--- src/rtl/wpb_pkg.sv ---
package wpb_pkg;

    typedef enum logic {
        WK_NONPOSTED = 1'b0,
        WK_POSTED    = 1'b1
    } wr_kind_e;

    function automatic wr_kind_e wpb_kind(input logic posted,
                                          input logic nand_loc,
                                          input logic promote);
        return (posted || (promote && nand_loc)) ? WK_POSTED : WK_NONPOSTED;
    endfunction

endpackage

--- src/rtl/wpb_classify.sv ---
module wpb_classify
    import wpb_pkg::*;
(
    input  logic     req_posted,
    input  logic     req_nand,
    input  logic     force_post,
    output wr_kind_e kind
);
    always_comb begin
        kind = wpb_kind(req_posted, req_nand, force_post);
    end
endmodule

--- src/rtl/wpb_fifo.sv ---
module wpb_fifo #(
    parameter int W     = 8,
    parameter int DEPTH = 8
) (
    input  logic                 clk,
    input  logic                 rst_n,
    input  logic                 push,
    input  logic [W-1:0]         push_data,
    input  logic                 pop,
    output logic [W-1:0]         head_data,
    output logic [$clog2(DEPTH+1)-1:0] count,
    output logic                 full,
    output logic                 empty
);
    localparam int PW = (DEPTH > 1) ? $clog2(DEPTH) : 1;
    localparam int CW = $clog2(DEPTH + 1);
    localparam logic [PW-1:0] LAST = PW'(DEPTH - 1);

    typedef struct packed {
        logic [PW-1:0] wr;
        logic [PW-1:0] rd;
        logic [CW-1:0] cnt;
    } fifo_st_t;

    fifo_st_t st_d, st_q;
    logic [W-1:0] mem_q [DEPTH];

    always_comb begin
        st_d = st_q;
        if (push) begin
            st_d.wr = (st_q.wr == LAST) ? '0 : st_q.wr + 1'b1;
        end
        if (pop) begin
            st_d.rd = (st_q.rd == LAST) ? '0 : st_q.rd + 1'b1;
        end
        case ({push, pop})
            2'b10:   st_d.cnt = st_q.cnt + 1'b1;
            2'b01:   st_d.cnt = st_q.cnt - 1'b1;
            default: st_d.cnt = st_q.cnt;
        endcase
    end

    always_ff @(posedge clk) begin
        if (!rst_n) begin
            st_q <= '0;
        end else begin
            st_q <= st_d;
        end
    end

    always_ff @(posedge clk) begin
        if (push) begin
            mem_q[st_q.wr] <= push_data;
        end
    end

    assign head_data = mem_q[st_q.rd];
    assign count     = st_q.cnt;
    assign full      = (st_q.cnt == CW'(DEPTH));
    assign empty     = (st_q.cnt == '0);
endmodule

--- src/rtl/wpb_issue.sv ---
module wpb_issue (
    input  logic clk,
    input  logic rst_n,
    input  logic head_valid,
    input  logic head_np,
    input  logic eng_ready,
    input  logic eng_done,
    output logic eng_valid,
    output logic pop,
    output logic np_done,
    output logic busy
);
    typedef struct packed {
        logic busy;
        logic np_flight;
    } iss_st_t;

    iss_st_t st_d, st_q;

    always_comb begin
        st_d      = st_q;
        eng_valid = head_valid && !st_q.busy;
        pop       = eng_valid && eng_ready;
        np_done   = eng_done && st_q.busy && st_q.np_flight;
        if (pop) begin
            st_d.busy      = 1'b1;
            st_d.np_flight = head_np;
        end else if (eng_done && st_q.busy) begin
            st_d.busy      = 1'b0;
            st_d.np_flight = 1'b0;
        end
    end

    always_ff @(posedge clk) begin
        if (!rst_n) begin
            st_q <= '0;
        end else begin
            st_q <= st_d;
        end
    end

    assign busy = st_q.busy;
endmodule

--- src/rtl/wr_post_buf.sv ---
module wr_post_buf
    import wpb_pkg::*;
#(
    parameter int AW    = 32,
    parameter int DW    = 32,
    parameter int BW    = DW / 8,
    parameter int CSW   = 3,
    parameter int DEPTH = 8
) (
    input  logic           clk,
    input  logic           rst_n,
    input  logic           force_post,
    input  logic           req_valid,
    output logic           req_ready,
    input  logic [AW-1:0]  req_addr,
    input  logic [DW-1:0]  req_data,
    input  logic [BW-1:0]  req_be,
    input  logic [CSW-1:0] req_cs,
    input  logic           req_posted,
    input  logic           req_nand,
    output logic           rsp_valid,
    output logic           eng_valid,
    input  logic           eng_ready,
    output logic [AW-1:0]  eng_addr,
    output logic [DW-1:0]  eng_data,
    output logic [BW-1:0]  eng_be,
    output logic [CSW-1:0] eng_cs,
    input  logic           eng_done,
    output logic           buf_empty
);
    localparam int EW = 1 + CSW + BW + AW + DW;
    localparam int CW = $clog2(DEPTH + 1);

    typedef struct packed {
        logic np_pending;
    } top_st_t;

    top_st_t st_d, st_q;

    wr_kind_e       kind;
    logic           accept;
    logic           fifo_full, fifo_empty, pop, np_done, busy;
    logic [CW-1:0]  fifo_cnt;
    logic [EW-1:0]  push_word, head_word;

    wpb_classify cls_i (
        .req_posted (req_posted),
        .req_nand   (req_nand),
        .force_post (force_post),
        .kind       (kind)
    );

    assign push_word = {(kind == WK_NONPOSTED), req_cs, req_be, req_addr, req_data};

    wpb_fifo #(.W(EW), .DEPTH(DEPTH)) fifo_i (
        .clk       (clk),
        .rst_n     (rst_n),
        .push      (accept),
        .push_data (push_word),
        .pop       (pop),
        .head_data (head_word),
        .count     (fifo_cnt),
        .full      (fifo_full),
        .empty     (fifo_empty)
    );

    wpb_issue iss_i (
        .clk        (clk),
        .rst_n      (rst_n),
        .head_valid (!fifo_empty),
        .head_np    (head_word[EW-1]),
        .eng_ready  (eng_ready),
        .eng_done   (eng_done),
        .eng_valid  (eng_valid),
        .pop        (pop),
        .np_done    (np_done),
        .busy       (busy)
    );

    always_comb begin
        st_d      = st_q;
        req_ready = !fifo_full && !st_q.np_pending;
        accept    = req_valid && req_ready;
        rsp_valid = (accept && (kind == WK_POSTED)) || np_done;
        if (accept && (kind == WK_NONPOSTED)) begin
            st_d.np_pending = 1'b1;
        end else if (np_done) begin
            st_d.np_pending = 1'b0;
        end
    end

    always_ff @(posedge clk) begin
        if (!rst_n) begin
            st_q <= '0;
        end else begin
            st_q <= st_d;
        end
    end

    assign eng_data  = head_word[DW-1:0];
    assign eng_addr  = head_word[DW +: AW];
    assign eng_be    = head_word[DW+AW +: BW];
    assign eng_cs    = head_word[DW+AW+BW +: CSW];
    assign buf_empty = fifo_empty && !busy;
endmodule

--- config.mk ---
export PLATFORM = sky130hd
export DESIGN_NAME = wr_post_buf
export DESIGN_NICKNAME = d
export VERILOG_FILES = /design/src/rtl/wpb_pkg.sv /design/src/rtl/wpb_classify.sv /design/src/rtl/wpb_fifo.sv /design/src/rtl/wpb_issue.sv /design/src/rtl/wr_post_buf.sv
export SDC_FILE = /design/constraint.sdc
export NUM_CORES = 1
export LEC_CHECK = 0
export BUFFER_PORTS_ARGS = -buffer_cell sky130_fd_sc_hd__buf_4
export CAP_MARGIN = 20
export CELL_PAD_IN_SITES_DETAIL_PLACEMENT = 0
export CELL_PAD_IN_SITES_GLOBAL_PLACEMENT = 1
export CORE_UTILIZATION = 58
export DETAILED_ROUTE_END_ITERATION = 7
export GPL_TIMING_DRIVEN = 1
export PLACE_DENSITY_LB_ADDON = 0.1
export SLEW_MARGIN = 10
export SYNTH_ARGS = -nofsm -noshare
export SYNTH_HDL_FRONTEND = slang
export SYNTH_SLANG_ARGS = --single-unit
--- constraint.sdc ---
create_clock -name clk -period 24.2 [get_ports clk]
set_input_delay 3.63 -clock clk [delete_from_list [all_inputs] [get_ports clk]]
set_output_delay 3.63 -clock clk [all_outputs]
set_load 0.01 [all_outputs]
==> impl_metrics.tcl <==
set metrics [dict create \
    outcome "complete, but fails checks" \
    violations "design-rule violations" \
    synth_cell_type_count 39 \
    synth_xor_area_frac 0.00116 \
    drtPass1Iterations 6 \
    core_sq_um 38600 \
    slew_viol_final 0 \
    dp_hpwl_mm 21.2 \
    power_density_nw_per_um2 98.1 \
    synthMuxAreaShare 0.190 \
    fin_crit_sh 0.342 \
    regToRegStartpoint "fifo_i.count[1]" \
    hold_start "iss_i.st_q[0]" \
    layout_commonest_cell "edfxtp_1" \
    fin_util 0.681 \
    ir_drop_mv 0.0990 \
    synthToLayoutAreaGrowth_pct 15.9 \
    synth_top_family_by_area "multiplexers" \
    crit_fanout 7 \
    syn_area_sq_um 22600 \
    fin_area_sq_um 26300 \
    nets 1201 \
    placedInstanceArea_sq_um 24400 \
    finalCriticalPeriod_ns 8.29 \
    m1WireLength_mm 18.1 \
    synth-edff-count 576 \
    clk_latency_ns 0.60 \
    cp-start-kind "input port" \
    dieHeight_um 200 \
    hold_violations 0 \
    gp_congestion 0.684 \
    ff2ff_path_depth 5 \
    netlist_instances 926 \
    io-pin-count 154 \
    worst-r2r-setup-slack_ns 20.96 \
    cts_setup_buffers 0 \
    min_path_type "reg -> reg" \
    max_stage_delay_ns 0.38 \
    cp_data_required_time_ns 20.57 \
    dp_cells 1572 \
    cpLargestDelayFamily "compound AO/OA/AOI/OAI gates" \
    synthAdderAreaFrac 0.00387 \
    rows 72 \
    yosysTopAreaCell "edfxtp_1" \
    final_cells 1679 \
    pre_cts_ws_ns 15.92 \
    drc_errors 2 \
    grt_pass1_wl_mm 62.5 \
    io_buffers 153 \
    p_leak_nw 8.47 \
    fillers 2486 \
    synth.area.top_cells "edfxtp_1 76%, mux4_2 14%, mux2_4 3.3%, dfxtp_1 1.4%, mux2_2 1.0%" \
    worst_slack_ns 15.91 \
    path_common_cell "buf_4" \
    clock_path_buffers 3 \
    skew_ns 0.0164 \
    ctsHtreeMaxLevel 2 \
    setup_viol 0 \
    worst_hold_slack_ns 0.505 \
    vias 9825 \
    drt_iter0_markers 598 \
    grt_max_degree 111 \
    antenna_found_initial 1 \
    cts_resized 0 \
    tns_ns 0 \
    die_w_um 200 \
    initial_utilization 0.587 \
    holdPathEnd "iss_i.st_q[0]" \
    crit_buf_inv 4 \
    cp-end-kind "output port" \
    final_cell_mix "576 x edfxtp_1, 171 x buf_4, 143 x mux4_2" \
    synthArstFlopShare 0 \
    cts_tree "done" \
    cts_root_buf "clkbuf_16" \
    grtUsageTotal 0.217 \
    ctsHoldBuffers 0 \
    ys_warn_count 0 \
    numCtsBuffers 59 \
    critPathArrivalTime_ns 4.66 \
    synth-main-ff-cell "edfxtp_1" \
    whs_path_depth 2 \
    wl_met3_mm 2.32 \
    r2r-end "fifo_i.mem_q[7][28]" \
    dr_wl_met2_mm 20.5 \
    power_mw 2.58 \
    crit_type "in -> out" \
    syn_avg_cell_area_sq_um 24.5 \
    path_clk_slew_ns 0.06 \
    synth_compound_area_frac 0.00425 \
    worst_pin_slew_ns 1.08 \
    yosysSeqAreaShare 0.778 \
    drt.antenna.violating_nets 0 \
    synthesis.nets 1012 \
    drt-vias-per-instance 5.85 \
    synth_top_area_frac 0.764 \
    wl_mm 41.7 \
    drive_gt1_frac 0.418 \
    highest_layer "met4" \
    drv_cap 0 \
    worstPathCellList "buf_4, inv_1, a211oi_4, inv_2, o21ai_0, buf_4" \
    relSlewSlack 0.279 \
    rsz0062_at_grt "no" \
    first_global_vias 10427 \
    cts.sinks 592 \
    gr-total-overflow 0 \
    die_area_sq_um 39800 \
    ys_ff_latch 592 \
    routedWlPerCell_um 24.8 \
    synth-simple-area-share 0.0112 \
    timing.fmax_ghz 0.121 \
    crit_slowest_cell "a211oi_4" \
]
## kinds of logic (layout without fill, tap and decap cells)
kind of cell | Yosys count | count (layout)
AO/OA/AOI/OAI | 14 | 14
XOR/XNOR | 3 | 3
adder cells (fa/ha/maj) | 7 | 7
buffers and inverters | 46 | 280
flip-flops | 592 | 592
multiplexers | 224 | 224
other | 0 | 1
AND/OR/NAND/NOR | 40 | 40
## state kept, by name, indices dropped and copies added, names as in the netlist, named ones only
register and flops:
st_q 1, fifo_i.st_q 6, fifo_i.count 4, iss_i.st_q 1, fifo_i.mem_q 576, iss_i.busy 1
## worst reg2reg max path, stage by stage (launching register included)
cell	delay [ns]
dfxtp_1	0.47
nor3_1	0.15
a211oi_4	0.43
nand2_1	0.27
nor2_4	0.55
buf_4	0.91
## how the worst max path moves through the flow
stage / end / cells past startpoint / slack [ns] / start
CTS: rsp_valid / 6 / 15.90 / req_valid
global placement: rsp_valid / 6 / 15.90 / req_valid
detailed placement: rsp_valid / 6 / 15.92 / req_valid
finish: rsp_valid / 6 / 15.91 / req_valid
global route: rsp_valid / 6 / 15.72 / req_valid
floorplan: fifo_i.mem_q[4][0] / 4 / 11.92 / req_valid
## cell type report
type | count | area, sq um | area share
antenna | 1 | 2.50 | 0.0000953
clock buffer | 70 | 1560 | 0.0594
clock inverter | 36 | 283 | 0.0108
inverter | 2 | 7.51 | 0.000286
multi-input combinational | 288 | 4820 | 0.184
sequential | 592 | 17600 | 0.672
tap | 518 | 648 | 0.0247
timing repair buffer | 172 | 1300 | 0.0497
## per-layer routing
layer	GRT usage	vias up
met3	0.0468	57
met4	0.0642	0
met1	0.304	5228
li1	-	4319
met2	0.349	221
met5	0	-
## cell usage after synthesis (all sizes together), types with 4 or more instances
cell,count
edfxtp,576
mux4,143
ha,7
nor2b,11
mux2,71
o21ai,5
mux2i,10
buf,31
nor2,4
clkbuf,13
dfxtp,16
nand3,4
nand2,5
## where the power goes
part           internal, mW  switching [mW]
Combinational         0.284           0.215
Sequential             1.18          0.0326
Clock                 0.500           0.369
Note: power is estimated with default switching activity, not from simulation.
